$ cat config.mk
export PLATFORM = sky130hd
export DESIGN_NAME = scan_timer_table
export DESIGN_NICKNAME = d
export VERILOG_FILES = /design/src/rtl/sttab_pkg.sv /design/src/rtl/sttab_cmd_decode.sv /design/src/rtl/sttab_scanner.sv /design/src/rtl/sttab_entries.sv /design/src/rtl/scan_timer_table.sv
export SDC_FILE = /design/constraint.sdc
export NUM_CORES = 2
export LEC_CHECK = 0
export ABC_AREA = 1
export ABC_CLOCK_PERIOD_IN_PS = 2400
export CAP_MARGIN = 20
export CORE_MARGIN = 2
export CORE_UTILIZATION = 25
export CTS_CLUSTER_SIZE = 40
export DETAILED_ROUTE_END_ITERATION = 10
export HOLD_SLACK_MARGIN = 0.12
export SLEW_MARGIN = 10
export SYNTH_ARGS = -nofsm -noshare
export SYNTH_HDL_FRONTEND = slang
export SYNTH_HIERARCHICAL = 1
export SYNTH_SLANG_ARGS = --single-unit
$ cat constraint.sdc
create_clock -name clk -period 2.4 [get_ports clk]
set_input_delay 0.24 -clock clk [delete_from_list [all_inputs] [get_ports clk]]
set_output_delay 0.24 -clock clk [all_outputs]
set_load 0.01 [all_outputs]
$ cat src/rtl/sttab_pkg.sv
package sttab_pkg;
  localparam int CMD_W = 32;
  localparam int TN_W  = 4;
  localparam int TP_W  = 16;
  localparam int RSV_W = CMD_W - 2 - TN_W - TP_W;

  // Field layout, MSB first: enable, restart, reserved, timer number, period
  typedef struct packed {
    logic             en;
    logic             restart;
    logic [RSV_W-1:0] rsvd;
    logic [TN_W-1:0]  tn;
    logic [TP_W-1:0]  tp;
  } tmr_cmd_t;

  // One decrement of a down-count; 0 wraps to all-ones, giving 65536 for TP=0
  function automatic logic [TP_W-1:0] count_step(input logic [TP_W-1:0] c);
    return c - TP_W'(1);
  endfunction

  // Count reaches zero on this visit
  function automatic logic hits_zero(input logic [TP_W-1:0] c);
    return c == TP_W'(1);
  endfunction

  function automatic logic [CMD_W-1:0] clear_reserved(input tmr_cmd_t w);
    tmr_cmd_t m;
    m      = w;
    m.rsvd = '0;
    return m;
  endfunction
endpackage

$ cat src/rtl/sttab_cmd_decode.sv
module sttab_cmd_decode #(
  parameter int NUM_TMR = 16
) (
  input  logic                              cmd_we,
  input  logic [sttab_pkg::CMD_W-1:0]       cmd_word,
  output logic [NUM_TMR-1:0]                cmd_hit,
  output logic                              cmd_en,
  output logic                              cmd_restart,
  output logic [sttab_pkg::TP_W-1:0]        cmd_tp
);
  import sttab_pkg::*;
  tmr_cmd_t w;
  assign w           = tmr_cmd_t'(cmd_word);
  assign cmd_en      = w.en;
  assign cmd_restart = w.restart;
  assign cmd_tp      = w.tp;

  for (genvar i = 0; i < NUM_TMR; i++) begin : g_sel
    assign cmd_hit[i] = cmd_we && (w.tn == TN_W'(i));
  end
endmodule

$ cat src/rtl/sttab_scanner.sv
module sttab_scanner #(
  parameter int NUM_TMR = 16,
  parameter int CNT_W   = 32,
  localparam int PTR_W  = $clog2(NUM_TMR)
) (
  input  logic             clk,
  input  logic             rst_n,
  input  logic             tick_i,
  input  logic             busy_i,
  input  logic             cmd_we_i,
  output logic             visit_en,
  output logic             last_visit,
  output logic [PTR_W-1:0] scan_ptr,
  output logic [CNT_W-1:0] tick_cnt
);
  localparam logic [PTR_W-1:0] LAST = PTR_W'(NUM_TMR - 1);

  logic active_q;

  assign visit_en   = active_q && !busy_i && !cmd_we_i;
  assign last_visit = visit_en && (scan_ptr == LAST);

  always_ff @(posedge clk) begin
    if (!rst_n) begin
      active_q <= 1'b0;
      scan_ptr <= '0;
    end else if (tick_i) begin
      active_q <= 1'b1;
      scan_ptr <= '0;
    end else if (visit_en) begin
      if (scan_ptr == LAST) active_q <= 1'b0;
      else                  scan_ptr <= scan_ptr + PTR_W'(1);
    end
  end

  always_ff @(posedge clk) begin
    if (!rst_n)          tick_cnt <= '0;
    else if (last_visit) tick_cnt <= tick_cnt + CNT_W'(1);
  end
endmodule

$ cat src/rtl/sttab_entries.sv
module sttab_entries #(
  parameter int NUM_TMR = 16,
  localparam int PTR_W  = $clog2(NUM_TMR),
  localparam int TP_W   = sttab_pkg::TP_W
) (
  input  logic               clk,
  input  logic               rst_n,
  input  logic [NUM_TMR-1:0] cmd_hit,
  input  logic               cmd_en,
  input  logic               cmd_restart,
  input  logic [TP_W-1:0]    cmd_tp,
  input  logic               visit_en,
  input  logic [PTR_W-1:0]   scan_ptr,
  output logic [NUM_TMR-1:0] expire,
  output logic [NUM_TMR-1:0] valid,
  output logic [NUM_TMR-1:0] mode
);
  import sttab_pkg::*;

  for (genvar i = 0; i < NUM_TMR; i++) begin : g_ent
    logic [TP_W-1:0] cnt_q;
    logic [TP_W-1:0] per_q;
    logic            here;
    assign here = visit_en && (scan_ptr == PTR_W'(i)) && valid[i];

    always_ff @(posedge clk) begin
      if (!rst_n) begin
        cnt_q     <= '0;
        per_q     <= '0;
        valid[i]  <= 1'b0;
        mode[i]   <= 1'b0;
        expire[i] <= 1'b0;
      end else begin
        expire[i] <= 1'b0;
        if (cmd_hit[i]) begin
          if (cmd_en) begin
            cnt_q    <= cmd_tp;
            per_q    <= cmd_tp;
            mode[i]  <= cmd_restart;
            valid[i] <= 1'b1;
          end else begin
            valid[i] <= 1'b0;
          end
        end else if (here) begin
          if (hits_zero(cnt_q)) begin
            expire[i] <= 1'b1;
            if (mode[i]) cnt_q    <= per_q;
            else         valid[i] <= 1'b0;
          end else begin
            cnt_q <= count_step(cnt_q);
          end
        end
      end
    end
  end
endmodule

$ cat src/rtl/scan_timer_table.sv
module scan_timer_table #(
  parameter int NUM_TMR = 16,
  parameter int CNT_W   = 32,
  localparam int PTR_W  = $clog2(NUM_TMR),
  localparam int CMD_W  = sttab_pkg::CMD_W
) (
  input  logic               clk,
  input  logic               rst_n,
  input  logic               tick_i,
  input  logic               busy_i,
  input  logic               cmd_we_i,
  input  logic [CMD_W-1:0]   cmd_word_i,
  output logic [CMD_W-1:0]   cmd_rd_o,
  output logic [NUM_TMR-1:0] expire_o,
  output logic [NUM_TMR-1:0] valid_o,
  output logic [NUM_TMR-1:0] mode_o,
  output logic [CNT_W-1:0]   tick_cnt_o
);
  import sttab_pkg::*;

  logic [NUM_TMR-1:0] cmd_hit;
  logic               cmd_en;
  logic               cmd_restart;
  logic [TP_W-1:0]    cmd_tp;
  logic               visit_en;
  logic               last_visit;
  logic [PTR_W-1:0]   scan_ptr;

  sttab_cmd_decode #(.NUM_TMR(NUM_TMR)) u_dec (
    .cmd_we(cmd_we_i), .cmd_word(cmd_word_i), .cmd_hit(cmd_hit),
    .cmd_en(cmd_en), .cmd_restart(cmd_restart), .cmd_tp(cmd_tp)
  );

  sttab_scanner #(.NUM_TMR(NUM_TMR), .CNT_W(CNT_W)) u_scan (
    .clk(clk), .rst_n(rst_n), .tick_i(tick_i), .busy_i(busy_i),
    .cmd_we_i(cmd_we_i), .visit_en(visit_en), .last_visit(last_visit),
    .scan_ptr(scan_ptr), .tick_cnt(tick_cnt_o)
  );

  sttab_entries #(.NUM_TMR(NUM_TMR)) u_ent (
    .clk(clk), .rst_n(rst_n), .cmd_hit(cmd_hit), .cmd_en(cmd_en),
    .cmd_restart(cmd_restart), .cmd_tp(cmd_tp), .visit_en(visit_en),
    .scan_ptr(scan_ptr), .expire(expire_o), .valid(valid_o), .mode(mode_o)
  );

  always_ff @(posedge clk) begin
    if (!rst_n)        cmd_rd_o <= '0;
    else if (cmd_we_i) cmd_rd_o <= clear_reserved(tmr_cmd_t'(cmd_word_i));
  end
endmodule

* Word-level counts from Yosys, hierarchy flattened
Cells that the tools add are included.
** Cells by class
- Reduce and logical (&&, ||, !) cells :: 155
- Shift-type cells :: 0
- $add $sub $neg :: 18
- $mul :: 0
- Multiplexer cells :: 149
- Bitwise logic cells :: 18
- $lt $le $gt $ge :: 0
- Div/mod/pow operators :: 0
- Equal/unequal tests :: 94
** Operator list (count)
- two-way mux 16 bit :: 65
- equality test 16 x 1 -> 1 bit (second input constant) :: 16
- subtractor 16 x 1 -> 16 bit (second input constant) :: 16
- AND reduction 3 bit :: 32
- two-way mux 1 bit :: 84
- nonzero test 2 bit :: 34
- equality test 4 bit (second input constant) :: 16
- != test 2 bit (second input constant) :: 32
- logical AND 1 bit :: 50
- != test 3 x 2 -> 1 bit (second input constant) :: 16
- OR reduction 3 bit :: 16
- AND reduction 2 bit :: 18
- adder 32 x 1 -> 32 bit (second input constant) :: 1
- equality test 4 x 3 -> 1 bit (second input constant) :: 8
- NOT 1 bit :: 18
- equality test 4 x 2 -> 1 bit (second input constant) :: 4
- equality test 4 x 1 -> 1 bit (second input constant) :: 2
- logical NOT 4 bit :: 2
- adder 4 x 1 -> 4 bit (second input constant) :: 1
- logical NOT 1 bit :: 2
- OR reduction 2 bit :: 1
** Storage, ports and cells
- Input port bits :: 37
- Register bits after elaboration :: 619
- Memory bits (writable) :: 0
- ROM bits :: 0
- Bits in latches :: 0
- Memories :: 0

* Depth between registers and ports, before layout
- Word-level depth :: 7
- Depth in mapped cells :: 13
- Gate-level depth less buffers :: 13

* By module
Netlist, hierarchy kept.
** By module, submodules not included
- sttab_entries :: cells each 5031, seq. area each 11210.8 µm², area an instance 31920.6 µm², instances 1
- sttab_scanner :: cells each 318, seq. area each 740.7 µm², area an instance 2104.5 µm², instances 1
- scan_timer_table :: cells each 150, seq. area each 440.4 µm², area an instance 998.5 µm², instances 1
- sttab_cmd_decode :: cells each 50, seq. area each 0.0 µm², area an instance 261.5 µm², instances 1

* Least setup slack after synthesis
OpenSTA, ideal clock, no wires.
- Kind :: register to register
- Start :: register u_scan.active_q
- End :: register u_ent.g_ent[12].cnt_q[6]
- Arrival :: 1611 ps
- Cell stages (with the launch flop) :: 13
- Library setup time :: 117 ps
- Slack :: 671 ps
- Data required time :: 2283 ps
- Cells stage by stage :: dfxtp_1 nand2_2 nor2_8 inv_1 nor3_2 nand3_1 nand2_1 nand3_2 inv_2 buf_2 o21ai_0 nor2_1 nor2_1
** On the way
- Longest elaborated chain between the ends :: 6
** Ends and longest elaborated chain
- start, declared :: RTL line sttab_scanner.sv:18 : logic active_q;
- start signal, assigned :: RTL line sttab_scanner.sv:25 : active_q <= 1'b0;
- start signal, assigned :: RTL line sttab_scanner.sv:28 : active_q <= 1'b1;
- start signal, assigned :: RTL line sttab_scanner.sv:31 : if (scan_ptr == LAST) active_q <= 1'b0;
- logical AND 1 bit (2 in a row) :: RTL line sttab_scanner.sv:20 : assign visit_en = active_q && !busy_i && !cmd_we_i;
- via visit_en :: RTL line scan_timer_table.sv:25 : logic visit_en;
- logical AND 1 bit (2 in a row) :: RTL line sttab_entries.sv:24 : assign here = visit_en && (scan_ptr == PTR_W'(i)) && valid[i];
- nonzero test 2 bit (no source line)
- AND reduction 3 bit (no source line)
- end signal, assigned :: RTL line sttab_entries.sv:37 : cnt_q <= cmd_tp;
- end signal, assigned :: RTL line sttab_entries.sv:47 : if (mode[i]) cnt_q <= per_q;
- end signal, assigned :: RTL line sttab_entries.sv:50 : cnt_q <= count_step(cnt_q);
- end, declared :: RTL line sttab_entries.sv:21 : logic [TP_W-1:0] cnt_q;
The timed path passes the listed nets, and every way through them passes these cells.
A chain may end at the register's enable or synchronous reset.

* Final worst setup path
- Start :: register u_scan.scan_ptr[2]
- End :: register u_ent.expire[12]
** On the way
- Longest elaborated chain between the ends :: 5
** Ends and longest elaborated chain
- start, declared :: RTL line sttab_scanner.sv:13 : output logic [PTR_W-1:0] scan_ptr,
- start signal, assigned :: RTL line sttab_scanner.sv:32 : else scan_ptr <= scan_ptr + PTR_W'(1);
- equality test 4 bit :: RTL line sttab_entries.sv:24
- logical AND 1 bit (2 in a row) :: RTL line sttab_entries.sv:24
- NOT 1 bit (no source line)
- OR reduction 3 bit (no source line)
- end signal, assigned by index :: RTL line sttab_entries.sv:32 : expire[i] <= 1'b0;
- end signal, assigned by index :: RTL line sttab_entries.sv:34 : expire[i] <= 1'b0;
- end signal, assigned by index :: RTL line sttab_entries.sv:46 : expire[i] <= 1'b1;
- end, declared :: RTL line sttab_entries.sv:14 : output logic [NUM_TMR-1:0] expire,
No other way between the ends.

==> impl_metrics.yaml <==
status:
  status: "complete, no violations"
pwr:
  internal_power_uw: 18870
  p_total_uw: 26190
  power_leakage_uw: 0.01935
  max-vdd-ir-drop_mv: 0.4297
  switching_power_uw: 7318
  power_density_nw_per_um2: 611.7
  power_frac_seq: 0.406
  netSwitchingFraction: 0.2795
  power_frac_clock: 0.455
  pwr-share-comb: 0.140
detailed_routing:
  drtPass1Iterations: 6
  dr_total_vias: 36699
  post_drt_wl_per_cell_um: 16.56
  viasPerCell: 4.772
  wirelength_um: 127400
  drtIter0Drc: 3099
  drc: 0
  postRouteAntennaNets: 0
worst_setup_path:
  ff2ff_setup_slack_ns: 0.27
  worst-r2r-cell-count: 6
  crit_start: "u_scan/scan_ptr[2]"
  crit_arrival_ns: 2.71
  crit_required_ns: 2.98
  crit_type: "flop to flop"
  critPathLaunchType: "flop"
  critPathTopFamily: "buffers and inverters"
  cpMaxStageDelayCell: "dfxtp_1"
  r2r_start: "u_scan/scan_ptr[2]"
  path_common_cell: "buf_4"
  critPathMaxFanout: 8
  reg2reg_to: "u_ent/expire[12]"
  worstPathBufferInverterCount: 3
  path_cells: "nand2_1 -> inv_1 -> nand3_1 -> buf_4 -> nor4_1 -> buf_4"
  cp-end-kind: "flop"
  cpPeakStageDelay_ns: 0.53
sta:
  fin_crit_ns: 2.128
  finalSetupViolations: 0
  worst_slack_ns: 0.2717
  max_freq_mhz: 469.9
  drv_slew: 0
  rsz0062_at_grt: "no"
  slew_headroom: 0.4916
  finClkSkew_ns: 0.03028
  hold_violations: 0
  tightest_slew_ns: 0.7627
  finalCritPeriodShare: 0.8868
final_layout:
  final_area_um2: 42810
  layout.nets: 5822
  drive_above_1_share: 0.09625
  multi_input_area_um2: 19330
  utilization: 0.3061
  fillers: 15373
  fin_cells: 7690
  syn_to_final_growth_pct: 21.32
  regArea_um2: 12390
synthesis:
  async_reset_ff_frac: 0
  syn_area_per_cell_um2: 6.359
  synth_top_cell_by_area: "dfxtp_1"
  netlist_area_um2: 35290
  ys.flop_type: "dfxtp_1"
  synth_seq_cells: 619
  synthCells: 5549
  ys_types: 45
  synth_area_leaders: "dfxtp_1 (35%), nand2_1 (14%), nor2_1 (8.6%)"
  yosysSeqAreaShare: 0.3512
  yosysMostFrequentCell: "nand2_1"
  synth_enable_flop_cells: 0
  synth_common_cells: "nand2_1 (1307), nor2_1 (810), dfxtp_1 (619)"
  synth.top_cell.area_share: 0.3512
  synth_warnings: 6
place:
  postPlaceCellArea_um2: 40200
  gp_congestion: 0.9189
  dp_hpwl_um: 85970
  port_buffers: 128
  preCtsSetupSlack_ns: -0.1193
  dp_cells: 7546
global_route:
  gr-total-overflow: 0
  grt_max_degree: 123
  grt_pass1_wl_um: 197100
  grt_pass1_vias: 34194
  antenna_found_initial: 9
  grt_usage: 0.1711
clock_tree:
  clockBufferDepth: 3
  cts_inserted_buffers: 74
  cts_tree: "done"
  cts.sink_count: 619
  path_clk_slew_ns: 0.06
  clk_latency_ns: 0.65
  post-cts-setup-buffers: 0
  root_buffer: "clkbuf_16"
  htree_levels: 3
floorplanning:
  initial_core_util: 0.2523
  ios: 149
  die_h_um: 379.7
  fp-row-count: 137
  core_area_um2: 139900
  die_w_um: 379.7
  dieArea_um2: 144200
worst_hold_path:
  hold_class: "primary input to flop"
  min_to: "u_ent/g_ent[9].per_q[13]"
  hold_start: "cmd_word_i[31]"
  holdPathStages: 3
job:
  drv_cap: 0
-- state kept, by name, summed over array words and instances (netlist names) --
name / count
u_ent/g_ent.cnt_q: 256
u_ent/g_ent.per_q: 256
u_scan/tick_cnt: 32
cmd_rd_o: 22
u_ent/expire: 16
u_ent/mode: 16
u_ent/valid: 16
u_scan/scan_ptr: 4
u_scan/active_q: 1
-- power groups by stage --
stage               Clock [uW]  Sequential (uW)  Combinational [uW]
finish                   11900            10600                3660
detailed placement           0            10800                3610
floorplan                    0            10800                2490
CTS                      12200            10600                3630
global placement             0            10800                3570
global route             12600            10600                4110
-- tightest hold or removal path, cell delays in order --
cell and delay (ns):
buf_2 0.13, buf_12 0.20, a21oi_1 0.16
-- cell families (layout without fill, tap and decap cells) --
family	after synthesis	in the layout	synth area share
AOI/OAI and AO/OA	1182	1182	0.1774
xor gates and xnor gates	103	103	0.02557
adders and majority gates	34	34	0.01206
buffers and inverters	844	1094	0.1020
DFF	619	619	0.3512
other	1	16	0.0001063
and+or+nand+nor	2766	2766	0.3317
-- cells in the final DEF, fill, tap and decap left out, types with 5 or more instances in the layout --
master | synthesis | final
a211oi_1 | 70 | 70
a21oi_1 | 497 | 497
a221oi_1 | 8 | 8
buf_12 | 0 | 56
buf_2 | 68 | 9
buf_4 | 40 | 229
bufinv_16 | 0 | 7
clkbuf_1 | 161 | 16
clkbuf_16 | 0 | 75
clkbuf_8 | 0 | 19
clkdlybuf4s50_1 | 0 | 118
clkinv_1 | 15 | 14
clkinv_2 | 1 | 9
conb_1 | 1 | 10
dfxtp_1 | 619 | 619
diode_2 | 0 | 6
dlygate4sd3_1 | 0 | 5
ha_1 | 34 | 34
inv_1 | 501 | 500
inv_2 | 23 | 24
nand2_1 | 1307 | 1307
nand2_2 | 16 | 16
nand3_1 | 445 | 445
nand3_2 | 19 | 19
nand3_4 | 9 | 9
nand3b_1 | 5 | 5
nand4_1 | 32 | 32
nor2_1 | 810 | 810
nor2_2 | 53 | 53
nor2_4 | 13 | 13
nor3_1 | 25 | 25
nor4_1 | 16 | 16
o211ai_1 | 38 | 38
o21ai_0 | 521 | 521
o21ai_1 | 33 | 33
o31ai_1 | 7 | 7
xnor2_1 | 22 | 22
xor2_1 | 81 | 81
-- worst max-delay path by stage --
| stage | to | slack (ns) | cells past startpoint |
|---|---|---|---|
| floorplan | u_ent/g_ent[12].cnt_q[6] | 0.67 | 12 |
| global placement | u_ent/expire[7] | -0.15 | 12 |
| detailed placement | u_ent/expire[12] | -0.12 | 11 |
| CTS | u_ent/expire[12] | 0.25 | 6 |
| global route | u_ent/expire[12] | 0.12 | 6 |
| finish | u_ent/expire[12] | 0.27 | 6 |
-- final cells by class --
| cell class | instances | area share |
|---|---|---|
| antenna | 6 | 0.0003507 |
| clock buffer | 110 | 0.05135 |
| clock inverter | 23 | 0.008067 |
| inverter | 543 | 0.04793 |
| multi-input combinational | 4095 | 0.4515 |
| sequential | 619 | 0.2895 |
| tap | 1876 | 0.05483 |
| timing repair buffer | 418 | 0.09651 |
-- routing by layer --
layer	track usage	routed length, um
met5	0	25
met4	0.05644	3590
met3	0.02854	8279
met2	0.2810	58150
met1	0.2267	57330
-- timing repair --
item / in CTS / in global routing
gates resized for setup: 0 / 0
hold endpoints to repair: 38 / 0
hold buffers: 5 / 0
-- metrics by stage --
stage / TNS (ns) / hold WS (ns)
2_1_floorplan: 0 / 0.3574
3_3_place_gp: -0.4070 / 0.4401
3_5_place_dp: -0.4814 / 0.4408
4_1_cts: 0 / 0.1299
5_1_grt: 0 / 0.1699
6_report: 0 / 0.1575
(Power assumes the default switching activity.)
